==> config.mk <==
export PLATFORM = sky130hd
export DESIGN_NAME = uart_idle_rx
export DESIGN_NICKNAME = d
export VERILOG_FILES = /design/src/rtl/uart_idle_rx_pkg.sv /design/src/rtl/uart_rx_inputs.sv /design/src/rtl/uart_rx_deframer.sv /design/src/rtl/uart_rx_idle_det.sv /design/src/rtl/uart_rx_holdreg.sv /design/src/rtl/uart_idle_rx.sv
export SDC_FILE = /design/constraint.sdc
export NUM_CORES = 1
export LEC_CHECK = 0
export BUFFER_PORTS_ARGS = -buffer_cell sky130_fd_sc_hd__buf_2
export CAP_MARGIN = 25
export CORE_ASPECT_RATIO = 1.5
export CORE_MARGIN = 5
export CORE_UTILIZATION = 54
export DETAILED_ROUTE_END_ITERATION = 16
export PLACE_DENSITY = 0.83
export SETUP_SLACK_MARGIN = 0.5
export SYNTH_ARGS = -nofsm -noshare
export SYNTH_HDL_FRONTEND = slang
export SYNTH_SLANG_ARGS = --single-unit
==> constraint.sdc <==
create_clock -name clk -period 2.11 [get_ports clk]
set_input_delay 0.211 -clock clk [delete_from_list [all_inputs] [get_ports clk]]
set_output_delay 0.211 -clock clk [all_outputs]
set_load 0.1 [all_outputs]
==> src/rtl/uart_idle_rx_pkg.sv <==
package uart_idle_rx_pkg;

  typedef enum logic [2:0] {
    RX_HUNT,
    RX_START,
    RX_DATA,
    RX_PAR,
    RX_STOP1,
    RX_STOP2
  } rx_state_e;

  typedef struct packed {
    logic [7:0] data;
    logic       perr;
    logic       ferr;
    logic       addr;
  } rx_char_t;

endpackage

==> src/rtl/uart_rx_inputs.sv <==
module uart_rx_inputs (
  input  logic clk,
  input  logic rst_n,
  input  logic rx_line,
  output logic rst_n_s,
  output logic rx_s
);

  logic [1:0] rst_pipe_q;
  logic [1:0] rx_pipe_q;

  // reset: asserted asynchronously, released after two clock edges
  always_ff @(posedge clk or negedge rst_n) begin
    if (!rst_n) rst_pipe_q <= 2'b00;
    else        rst_pipe_q <= {rst_pipe_q[0], 1'b1};
  end

  // line synchronizer, resets to mark
  always_ff @(posedge clk or negedge rst_n) begin
    if (!rst_n) rx_pipe_q <= 2'b11;
    else        rx_pipe_q <= {rx_pipe_q[0], rx_line};
  end

  assign rst_n_s = rst_pipe_q[1];
  assign rx_s    = rx_pipe_q[1];

endmodule

==> src/rtl/uart_rx_deframer.sv <==
module uart_rx_deframer
  import uart_idle_rx_pkg::*;
#(
  parameter int OSR = 16,
  parameter int DW  = 8
) (
  input  logic     clk,
  input  logic     rst_n,
  input  logic     soft_rst,
  input  logic     tick,
  input  logic     rx_s,
  input  logic     fmt_eight,
  input  logic     fmt_par_en,
  input  logic     fmt_par_odd,
  input  logic     fmt_two_stop,
  input  logic     fmt_msb_first,
  input  logic     idle_tag_i,
  output logic     hunting_o,
  output logic     start_ok_o,
  output logic     done_o,
  output rx_char_t char_o
);

  localparam int CW   = $clog2(OSR);
  localparam int IW   = $clog2(DW);
  localparam int HALF = OSR / 2;

  rx_state_e       state_q, state_d;
  logic [CW-1:0]   cnt_q, cnt_d;
  logic [IW-1:0]   idx_q, idx_d;
  logic [DW-1:0]   data_q, data_d;
  logic            acc_q, acc_d;
  logic            perr_q, perr_d;
  logic            ferr_q, ferr_d;
  logic            addr_q, addr_d;
  logic            last_q, last_d;
  logic [IW-1:0]   nbits_m1;
  logic [IW-1:0]   bit_pos;
  logic            mid;
  logic            ferr_now;

  assign nbits_m1 = fmt_eight ? IW'(DW - 1) : IW'(DW - 2);
  assign bit_pos  = fmt_msb_first ? (nbits_m1 - idx_q) : idx_q;
  assign mid      = tick && (cnt_q == CW'(OSR - 1));

  // next-state logic
  always_comb begin
    state_d    = state_q;
    cnt_d      = cnt_q;
    idx_d      = idx_q;
    data_d     = data_q;
    acc_d      = acc_q;
    perr_d     = perr_q;
    ferr_d     = ferr_q;
    addr_d     = addr_q;
    last_d     = tick ? rx_s : last_q;
    start_ok_o = 1'b0;
    done_o     = 1'b0;
    ferr_now   = ferr_q;

    if (soft_rst) begin
      state_d = RX_HUNT;
      cnt_d   = '0;
      last_d  = 1'b0;
    end else begin
      if (tick && state_q != RX_HUNT && state_q != RX_START)
        cnt_d = mid ? '0 : cnt_q + CW'(1);
      case (state_q)
        RX_HUNT: begin
          cnt_d = '0;
          if (tick && !rx_s && last_q) state_d = RX_START;
        end
        RX_START: begin
          if (tick) begin
            if (cnt_q == CW'(HALF - 1)) begin
              cnt_d = '0;
              if (!rx_s) begin
                state_d    = RX_DATA;
                idx_d      = '0;
                data_d     = '0;
                acc_d      = 1'b0;
                perr_d     = 1'b0;
                ferr_d     = 1'b0;
                addr_d     = idle_tag_i;
                start_ok_o = 1'b1;
              end else begin
                state_d = RX_HUNT;
              end
            end else begin
              cnt_d = cnt_q + CW'(1);
            end
          end
        end
        RX_DATA: begin
          if (mid) begin
            data_d[bit_pos] = rx_s;
            acc_d           = acc_q ^ rx_s;
            if (idx_q == nbits_m1) state_d = fmt_par_en ? RX_PAR : RX_STOP1;
            else                   idx_d   = idx_q + IW'(1);
          end
        end
        RX_PAR: begin
          if (mid) begin
            perr_d  = rx_s ^ acc_q ^ fmt_par_odd;
            state_d = RX_STOP1;
          end
        end
        RX_STOP1: begin
          if (mid) begin
            ferr_d   = !rx_s;
            ferr_now = !rx_s;
            if (fmt_two_stop) begin
              state_d = RX_STOP2;
            end else begin
              state_d = RX_HUNT;
              done_o  = 1'b1;
            end
          end
        end
        RX_STOP2: begin
          if (mid) begin
            state_d = RX_HUNT;
            done_o  = 1'b1;
          end
        end
        default: state_d = RX_HUNT;
      endcase
    end
  end

  // registers
  always_ff @(posedge clk or negedge rst_n) begin
    if (!rst_n) begin
      state_q <= RX_HUNT;
      cnt_q   <= '0;
      idx_q   <= '0;
      data_q  <= '0;
      acc_q   <= 1'b0;
      perr_q  <= 1'b0;
      ferr_q  <= 1'b0;
      addr_q  <= 1'b0;
      last_q  <= 1'b0;
    end else begin
      state_q <= state_d;
      cnt_q   <= cnt_d;
      idx_q   <= idx_d;
      data_q  <= data_d;
      acc_q   <= acc_d;
      perr_q  <= perr_d;
      ferr_q  <= ferr_d;
      addr_q  <= addr_d;
      last_q  <= last_d;
    end
  end

  assign hunting_o   = (state_q == RX_HUNT);
  assign char_o.data = 8'(data_q);
  assign char_o.perr = perr_q;
  assign char_o.ferr = ferr_now;
  assign char_o.addr = addr_q;


  srst_hunt_chk: assert property (@(posedge clk) disable iff (!rst_n)
    soft_rst |=> hunting_o);


  start_needs_edge_chk: assert property (@(posedge clk) disable iff (!rst_n)
    start_ok_o |-> (state_q == RX_START) && $past(!hunting_o));

endmodule

==> src/rtl/uart_rx_idle_det.sv <==
module uart_rx_idle_det #(
  parameter int OSR       = 16,
  parameter int IDLE_BITS = 10
) (
  input  logic clk,
  input  logic rst_n,
  input  logic soft_rst,
  input  logic tick,
  input  logic rx_s,
  input  logic enable,
  input  logic hunting,
  input  logic start_ok,
  output logic idle_tag_o,
  output logic idle_pulse_o
);

  localparam int LIMIT = IDLE_BITS * OSR + OSR / 2;
  localparam int W     = $clog2(LIMIT + 1);

  logic [W-1:0] cnt_q, cnt_d;
  logic         seen_q, seen_d;

  always_comb begin
    cnt_d        = cnt_q;
    seen_d       = seen_q;
    idle_pulse_o = 1'b0;
    if (soft_rst || !enable) begin
      cnt_d  = '0;
      seen_d = 1'b0;
    end else if (start_ok) begin
      cnt_d  = '0;
      seen_d = 1'b0;
    end else if (!hunting) begin
      cnt_d = '0;
    end else if (tick) begin
      if (!rx_s) begin
        cnt_d = '0;
      end else if (cnt_q < W'(LIMIT)) begin
        cnt_d = cnt_q + W'(1);
        if (cnt_q == W'(LIMIT - 1)) begin
          idle_pulse_o = 1'b1;
          seen_d       = 1'b1;
        end
      end
    end
  end

  always_ff @(posedge clk or negedge rst_n) begin
    if (!rst_n) begin
      cnt_q  <= '0;
      seen_q <= 1'b0;
    end else begin
      cnt_q  <= cnt_d;
      seen_q <= seen_d;
    end
  end

  assign idle_tag_o = seen_q;


  idle_from_hunt_chk: assert property (@(posedge clk) disable iff (!rst_n)
    $rose(idle_tag_o) |-> $past(hunting) && $past(rx_s));


  idle_off_chk: assert property (@(posedge clk) disable iff (!rst_n)
    !enable |=> !idle_tag_o);

endmodule

==> src/rtl/uart_rx_holdreg.sv <==
module uart_rx_holdreg
  import uart_idle_rx_pkg::*;
(
  input  logic       clk,
  input  logic       rst_n,
  input  logic       soft_rst,
  input  logic       done_i,
  input  rx_char_t   char_i,
  input  logic       idle_pulse_i,
  input  logic       rx_ack,
  output logic       rx_valid,
  output logic [7:0] rx_data,
  output logic       rx_is_addr,
  output logic       parity_err,
  output logic       frame_err,
  output logic       overrun_err,
  output logic       idle_detected
);

  logic       valid_q, valid_d;
  logic [7:0] data_q, data_d;
  logic       addr_q, addr_d;
  logic       perr_q, perr_d;
  logic       ferr_q, ferr_d;
  logic       ovr_q, ovr_d;
  logic       idle_q, idle_d;
  logic       pop;

  assign pop = rx_ack && valid_q;

  always_comb begin
    valid_d = valid_q;
    data_d  = data_q;
    addr_d  = addr_q;
    perr_d  = perr_q;
    ferr_d  = ferr_q;
    ovr_d   = ovr_q;
    idle_d  = idle_q;
    if (soft_rst) begin
      valid_d = 1'b0;
      data_d  = '0;
      addr_d  = 1'b0;
      perr_d  = 1'b0;
      ferr_d  = 1'b0;
      ovr_d   = 1'b0;
      idle_d  = 1'b0;
    end else begin
      if (pop) begin
        valid_d = 1'b0;
        perr_d  = 1'b0;
        ferr_d  = 1'b0;
        ovr_d   = 1'b0;
        addr_d  = 1'b0;
        if (addr_q) idle_d = 1'b0;
      end
      if (done_i) begin
        valid_d = 1'b1;
        data_d  = char_i.data;
        addr_d  = char_i.addr;
        perr_d  = char_i.perr;
        ferr_d  = char_i.ferr;
        if (valid_q && !pop) ovr_d = 1'b1;
      end
      if (idle_pulse_i) idle_d = 1'b1;
    end
  end

  always_ff @(posedge clk or negedge rst_n) begin
    if (!rst_n) begin
      valid_q <= 1'b0;
      data_q  <= '0;
      addr_q  <= 1'b0;
      perr_q  <= 1'b0;
      ferr_q  <= 1'b0;
      ovr_q   <= 1'b0;
      idle_q  <= 1'b0;
    end else begin
      valid_q <= valid_d;
      data_q  <= data_d;
      addr_q  <= addr_d;
      perr_q  <= perr_d;
      ferr_q  <= ferr_d;
      ovr_q   <= ovr_d;
      idle_q  <= idle_d;
    end
  end

  assign rx_valid      = valid_q;
  assign rx_data       = data_q;
  assign rx_is_addr    = addr_q;
  assign parity_err    = perr_q;
  assign frame_err     = ferr_q;
  assign overrun_err   = ovr_q;
  assign idle_detected = idle_q;


  srst_clears_chk: assert property (@(posedge clk) disable iff (!rst_n)
    soft_rst |=> !rx_valid && !parity_err && !frame_err && !overrun_err && !idle_detected);


  ovr_needs_held_chk: assert property (@(posedge clk) disable iff (!rst_n)
    $rose(overrun_err) |-> $past(rx_valid) && $past(!rx_ack));


  ack_pops_chk: assert property (@(posedge clk) disable iff (!rst_n)
    (rx_ack && rx_valid && !done_i) |=> !rx_valid);


  addr_read_clears_idle_chk: assert property (@(posedge clk) disable iff (!rst_n)
    (rx_ack && rx_valid && rx_is_addr && !idle_pulse_i && !soft_rst) |=> !idle_detected);

endmodule

==> src/rtl/uart_idle_rx.sv <==
module uart_idle_rx
  import uart_idle_rx_pkg::*;
#(
  parameter int OSR       = 16,
  parameter int IDLE_BITS = 10
) (
  input  logic       clk,
  input  logic       rst_n,
  input  logic       soft_rst,
  input  logic       baud_tick,
  input  logic       rx_line,
  input  logic       fmt_eight,
  input  logic       fmt_par_en,
  input  logic       fmt_par_odd,
  input  logic       fmt_two_stop,
  input  logic       fmt_msb_first,
  input  logic       idle_mode_en,
  output logic       rx_valid,
  output logic [7:0] rx_data,
  output logic       rx_is_addr,
  input  logic       rx_ack,
  output logic       parity_err,
  output logic       frame_err,
  output logic       overrun_err,
  output logic       idle_detected
);

  logic     rst_n_s;
  logic     rx_s;
  logic     hunting;
  logic     start_ok;
  logic     done;
  logic     idle_tag;
  logic     idle_pulse;
  rx_char_t char_w;

  uart_rx_inputs u_inputs (
    .clk     (clk),
    .rst_n   (rst_n),
    .rx_line (rx_line),
    .rst_n_s (rst_n_s),
    .rx_s    (rx_s)
  );

  uart_rx_deframer #(.OSR(OSR), .DW(8)) u_deframer (
    .clk           (clk),
    .rst_n         (rst_n_s),
    .soft_rst      (soft_rst),
    .tick          (baud_tick),
    .rx_s          (rx_s),
    .fmt_eight     (fmt_eight),
    .fmt_par_en    (fmt_par_en),
    .fmt_par_odd   (fmt_par_odd),
    .fmt_two_stop  (fmt_two_stop),
    .fmt_msb_first (fmt_msb_first),
    .idle_tag_i    (idle_tag),
    .hunting_o     (hunting),
    .start_ok_o    (start_ok),
    .done_o        (done),
    .char_o        (char_w)
  );

  uart_rx_idle_det #(.OSR(OSR), .IDLE_BITS(IDLE_BITS)) u_idle (
    .clk          (clk),
    .rst_n        (rst_n_s),
    .soft_rst     (soft_rst),
    .tick         (baud_tick),
    .rx_s         (rx_s),
    .enable       (idle_mode_en),
    .hunting      (hunting),
    .start_ok     (start_ok),
    .idle_tag_o   (idle_tag),
    .idle_pulse_o (idle_pulse)
  );

  uart_rx_holdreg u_hold (
    .clk           (clk),
    .rst_n         (rst_n_s),
    .soft_rst      (soft_rst),
    .done_i        (done),
    .char_i        (char_w),
    .idle_pulse_i  (idle_pulse),
    .rx_ack        (rx_ack),
    .rx_valid      (rx_valid),
    .rx_data       (rx_data),
    .rx_is_addr    (rx_is_addr),
    .parity_err    (parity_err),
    .frame_err     (frame_err),
    .overrun_err   (overrun_err),
    .idle_detected (idle_detected)
  );

endmodule

; ---- Word-level counts from Yosys, hierarchy flattened
; Cells that the tools add are included.
[word_totals]
register_bits = 50
latchBits = 0
mem_bits_rw = 0
mem_bits_ro = 0
input_bits = 12
output_inout_bits = 14
wordCells = 189
n_memories = 0
[classes]
addsub = 4
mul = 0
div = 0
magnitude_cmp = 3
n_eq_ne = 26
shift = 0
mux = 96
bitwise_logic = 4
reduce_logical = 36
[op_table]
columns = op, count
row1 = $mux 8, 12
row2 = $mux 1, 51
row3 = $mux 3, 17
row4 = $reduce_bool 3->1, 9
row5 = $mux 4, 5
row6 = $ne 3x2->1 const B, 6
row7 = $pmux 3 s6, 1
row8 = $pmux 8 s2, 1
row9 = $reduce_and 5->1, 3
row10 = $reduce_and 6->1, 2
row11 = $reduce_bool 2->1, 5
row12 = $add 8x1->8 const B, 1
row13 = $bwmux 8, 1
row14 = $eq 8x8->1 const B, 1
row15 = $logic_and 1x1->1, 8
row16 = $lt 8x8->1 const B, 1
row17 = $pmux 1 s2, 4
row18 = $pmux 4 s2, 1
row19 = $reduce_and 8->1, 1
row20 = $reduce_and 7->1, 1
row21 = $eq 3x2->1 const B, 2
row22 = $eq 3x3->1 const B, 2
row23 = $ne 2x1->1 const B, 3
row24 = $ne 2x2->1 const B, 3
row25 = other kinds (22), 28

; ---- Depth between registers and ports, before layout
[depth]
depth_word = 10
ltp_mapped = 8
ltp_nobuf = 8

; ---- By module
; From an unflattened synthesis, not the netlist that was laid out.
[unflattened]
cells_unflattened = 303
area_unflattened_um2 = 2875.3
[by_module_without_submodules]
columns = mod, n_inst, cells_each, area_per_inst_um2, seq_area_each_um2
row1 = uart_rx_deframer, 1, 182, 1585.3, 575.6
row2 = uart_rx_idle_det, 1, 65, 595.6, 225.2
row3 = uart_rx_holdreg, 1, 51, 588.1, 350.3
row4 = uart_rx_inputs, 1, 5, 106.4, 102.6

; ---- Worst setup path after synthesis
; Ideal clock, no wire load.
[synth_path]
path_kind = flip-flop to flip-flop
start = register u_deframer.idx_q[0]
end = register u_deframer.data_q[4]
setup_time_ns = 0.132
arrival_ns = 1.641
t_required_ns = 1.978
setup_slack_ns = 0.338
stages_incl_launch_ff = 8
n_path_buf = 0
synth_period_minus_slack_ns = 1.772
cell_sequence = dfrtp_1 > ha_1 > ha_1 > nand2b_1 > xnor2_1 > a21oi_1 > o21ai_0 > o21ai_0
[synth_via]
elab_chain_cells = 9
word_cells_on_any_way = 10
cone_classes = 1 x add/sub / 2 x order compare / 6 x mux / 1 x reduce/logical
[synth_lines]
columns = item, line
row1 = "start, declared", uart_rx_deframer.sv:30  ; logic [IW-1:0] idx_q, idx_d;
row2 = "start signal, assigned", uart_rx_deframer.sv:146  ; idx_q <= idx_d;
row3 = $sub 3x3->3, uart_rx_deframer.sv:43  ; assign bit_pos = fmt_msb_first ? (nbits_m1 - idx_q) : idx_q;
row4 = $mux 3 (*), uart_rx_deframer.sv:43
row5 = $lt 3x4->1 (implied by the code) / $ge 3x1->1 (equally long branches), uart_rx_deframer.sv:96  ; data_d[bit_pos] = rx_s;
row6 = $logic_and 1x1->1 (implied by the code), uart_rx_deframer.sv:96
row7 = $mux 1 (implied by the code), uart_rx_deframer.sv:96
row8 = $demux 1 s3 (*), -
row9 = $bwmux 8 (*), uart_rx_deframer.sv:96
row10 = $mux 8 (*), uart_rx_deframer.sv:95  ; if (mid) begin
row11 = $pmux 8 s2 (*), uart_rx_deframer.sv:68  ; case (state_q)
row12 = "end signal, assigned", uart_rx_deframer.sv:147  ; data_q <= data_d;
row13 = "end, declared", uart_rx_deframer.sv:31  ; logic [DW-1:0] data_q, data_d;
; Every way passes the cells marked *; elsewhere a longest branch is shown, timed or not. The select of a mux whose other input is x is not followed.
; A chain may end at the register's enable or synchronous reset.

; ---- Worst setup path after layout
[layout_path]
start = register u_deframer.cnt_q[3]
end = register u_hold.ferr_q, in the netlist u_hold.frame_err
[layout_via]
elab_chain_cells = 7
word_cells_on_any_way = 11
cone_classes = 1 x eq/ne / 8 x mux / 2 x reduce/logical
[layout_lines]
columns = item, line
row1 = "start, declared", uart_rx_deframer.sv:29  ; logic [CW-1:0] cnt_q, cnt_d;
row2 = "start signal, assigned", uart_rx_deframer.sv:145  ; cnt_q <= cnt_d;
row3 = $eq 4x4->1 (*), uart_rx_deframer.sv:44  ; assign mid = tick && (cnt_q == CW'(OSR - 1));
row4 = $logic_and 1x1->1 (*), uart_rx_deframer.sv:44
row5 = "$mux 1, on equally long branches", "uart_rx_deframer.sv:121, uart_rx_deframer.sv:109"
row6 = $pmux 1 s2, uart_rx_deframer.sv:68
row7 = $mux 1, uart_rx_deframer.sv:61  ; if (soft_rst) begin
row8 = $mux 1, uart_rx_holdreg.sv:56  ; if (done_i) begin
row9 = $mux 1, uart_rx_holdreg.sv:39  ; if (soft_rst) begin
row10 = "end signal, assigned", uart_rx_holdreg.sv:82  ; ferr_q <= ferr_d;
row11 = "end, declared", uart_rx_holdreg.sv:24  ; logic ferr_q, ferr_d;
; Every way passes the cells marked *; elsewhere a longest branch is shown, timed or not.

==> flow_summary_export.csv <==
group,metric,value,unit
critical_path,crit_family,"flip-flops",
synthesis,synth.area.top_cells,"dfrtp_1 (45%), o21ai_0 (6.6%), a21oi_1 (4.7%)",
critical_path,startpoint_type,"flip-flop",
floorplanning,fp.coreArea,0.004810,mm²
finish,multiInputGateArea,0.001664,mm²
run_status,status,"finished clean",
critical_path,cp.arrival,2.06,ns
finish,syn_to_final_growth,38.67,%
route,drt_first_iter_violations,290,
floorplanning,die_height,96,µm
timing,slew_headroom,60.45,%
critical_path,rrSetupSlack,0.31,ns
global_route,antenna_found_initial,0,
synthesis,synth_cell_types,54,
timing,rsz0062_at_grt,"yes",
global_route,track_usage,22.18,%
worst_hold_path,hp-class,"input port to async pin",
finish,nNetsFinal,374,
finish,drive_gt1_share,40.22,%
route,vias_per_cell,6.384,
synthesis,synth_top_cell_area_share,45.11,%
floorplanning,die_area,0.006464,mm²
clocking,cts.sink_count,50,
synthesis,synth-edff-count,0,
synthesis,yosys.area_share.adder,2.350,%
route,routed-via-count,2707,
synthesis,ys.warnings.count,0,
synthesis,async_flop_share,100.0,%
global_route,grt-ovfl-total,0,
synthesis,synth_top_family_by_area,"compound AO/OA/AOI/OAI gates",
timing,setup_viol,0,
synthesis,synth_flop_cell,"dfrtp_1",
synthesis,synth_top_area_cell,"dfrtp_1",
timing,layout_min_cycle_time,1.801,ns
timing,hold_viol,0,
clocking,cts_tree,"done",
finish,antenna_cells,0,
finish,fill_cells,298,
floorplanning,std_cell_rows,31,
critical_path,path_cells,"nand4_1 > buf_6 > buf_4 > nor4_4 > mux2i_1 > a32o_1",
critical_path,crit_fanout,9,
synthesis,synth_compound_area_share,21.95,%
clocking,clk_latency,0.32,ns
timing,clock.fmax,555.2,MHz
finish,fin_util,76.77,%
synthesis,synth_simple_gate_area_share,20.44,%
timing,max_slew.worst_pin.slew,0.5932,ns
synthesis,synth_nets,309,
critical_path,worstSetupPathType,"flip-flop to flip-flop",
synthesis,synth.most_common_cell,"dfrtp_1",
route,route.detailed.drc,0,
route,wl_per_cell,20.13,µm
clocking,root_buffer,"clkbuf_8",
timing,fin_crit_sh,85.36,%
critical_path,critPathMaxStageDelay,0.50,ns
synthesis,ys_seq_area_share,47.09,%
timing,fin_skew,0.01488,ns
placement,gp_congestion,0.8958,
synthesis,netlist_area,0.002663,mm²
route,drtAntennaViolNets,0,
global_route,grt_pass1_wl,10.96,mm
critical_path,path_buf_inv,2,
critical_path,cp-end-kind,"flip-flop",
floorplanning,pin_count,26,
synthesis,synthTopCellsByCount,"dfrtp_1 (48), o21ai_0 (35), nand2_1 (28), a21oi_1 (25), nor2_1 (20)",
critical_path,r2r-end,"u_hold.frame_err$_DFFE_PN0P_",
pwr,ir_drop,0.0006283,V
pwr,power_density,639.8,mW/mm²
floorplanning,die_w,67.34,µm
critical_path,r2r_cells,6,
global_route,grt_pass1_vias,2410,
synthesis,synth_seq_cells,50,
synthesis,syn-instance-count,292,
global_route,grt_max_degree,47,
clocking,cts_buffers,5,
placement,hpwl,4.327,mm
finish,regArea,0.001267,mm²
critical_path,crit_path_top_delay_cell,"dfrtp_2",
clocking,clockBufferDepth,2,
critical_path,cp.required,2.37,ns
floorplanning,initial_core_util,55.36,%
timing,setup_tns,0,ns
synthesis,synth-xor-area-share,1.645,%
flow_run,drv_cap,0,
placement,io_buffers,25,
synthesis,synth_mux_area_share,1.927,%
synthesis,avgSynthCellArea,9.118,µm²
route,drt-total-wl,8.536,mm
clocking,cts-htree-levels,2,
route,dr.pass1.iters,6,
critical_path,reg2reg_from,"u_deframer.cnt_q[3]$_DFF_PN0_",
pwr,power_leakage,1.639,nW
clocking,clk_pin_slew_worst_paths,0.10,ns
timing,final-max-slew-violation-count,0,
## how the worst max path moves through the flow
stage	start	to	cells after the start
4_1_cts	u_deframer.state_q[0]$_DFFE_PN0P_	u_hold.frame_err$_DFFE_PN0P_	6
3_3_place_gp	u_idle.cnt_q[3]$_DFFE_PN0P_	u_idle.cnt_q[6]$_DFFE_PN0P_	5
2_1_floorplan	u_deframer.cnt_q[0]$_DFF_PN0_	u_deframer.idx_q[2]$_DFFE_PN0P_	7
5_1_grt	u_deframer.cnt_q[0]$_DFF_PN0_	u_hold.frame_err$_DFFE_PN0P_	7
6_report	u_deframer.cnt_q[3]$_DFF_PN0_	u_hold.frame_err$_DFFE_PN0P_	6
3_5_place_dp	u_deframer.idx_q[0]$_DFFE_PN0P_	u_deframer.data_q[1]$_DFFE_PN0P_	7
## flip-flops by register name (all words and copies together) (netlist names)
name	cells
u_hold.rx_data	8
u_deframer.addr_q	1
u_deframer.idx_q	3
u_deframer.ferr_q	1
u_deframer.last_q	1
u_hold.rx_is_addr	1
u_deframer.state_q	3
u_hold.rx_valid	1
u_inputs.rx_pipe_q	2
u_inputs.rst_pipe_q	2
u_idle.idle_tag_o	1
u_hold.idle_detected	1
u_hold.parity_err	1
u_deframer.perr_q	1
u_idle.cnt_q	8
u_deframer.cnt_q	4
u_deframer.acc_q	1
u_hold.overrun_err	1
u_hold.frame_err	1
u_deframer.data_q	8
## where the power goes
part,total [mW],internal (mW),switching [mW]
Sequential,1.03,0.991,0.0377
Clock,0.606,0.249,0.358
Combinational,0.728,0.320,0.408
Total,2.36,1.56,0.803
## cell usage in the layout (no fill, tap or decap), types with 5 or more instances in the layout
master    instances
a21oi_1          20
a21oi_2           5
a22o_1            9
buf_2            25
buf_4            40
buf_6             5
clkbuf_8          5
dfrtp_1          37
dfrtp_2          11
inv_1             9
nand2_1          28
nand3_1          11
nor2_1           16
o21ai_0          12
o21ai_1          21
## per-stage QoR
step           hold slack, ns  instances  area (µm²)  setup WS (ns)  total power [mW]
3_5_place_dp          0.02079        375        2910         0.2357             1.454
3_3_place_gp          0.02166        375        2910         0.2894             1.445
5_1_grt                0.2417        424        3692         0.1772             2.462
4_1_cts                0.2225        404        3316         0.4463             2.103
6_report               0.2284        424        3692         0.3089             2.362
2_1_floorplan        -0.08459        292        2754         0.4132             1.337
## kinds of logic (layout without fill, tap and decap cells)
family | after synthesis | in the layout
AOI/OAI and AO/OA | 94 | 94
xor gates and xnor gates | 5 | 5
adders and majority gates | 5 | 5
buffers and inverters | 26 | 92
DFF | 50 | 50
muxes | 5 | 5
other | 1 | 1
and+or+nand+nor | 106 | 106
## cell type report
type / count / share of cell area (%)
clock buffer: 5 / 1.864
clock inverter: 3 / 0.7794
inverter: 9 / 0.9149
multi-input combinational: 216 / 45.07
sequential: 50 / 34.33
tap: 66 / 2.237
timing repair buffer: 75 / 14.81
## layer usage
layer  wire length [µm]  GRT usage (%)  vias up
met5                  0              0        -
met2               4499          40.20      165
met3                502          3.505       65
met1               2897          24.02     1295
met4                637          12.18        0
li1                   -              -     1182
## repair_timing
item,CTS,global route
setup buffers,19,20
pin swaps,20,14
hold buffers,2,0
endpoints found under the setup margin,38,38
resized for setup,35,48
endpoints found under the hold margin,5,0
Note: power is estimated with default switching activity, not from simulation.
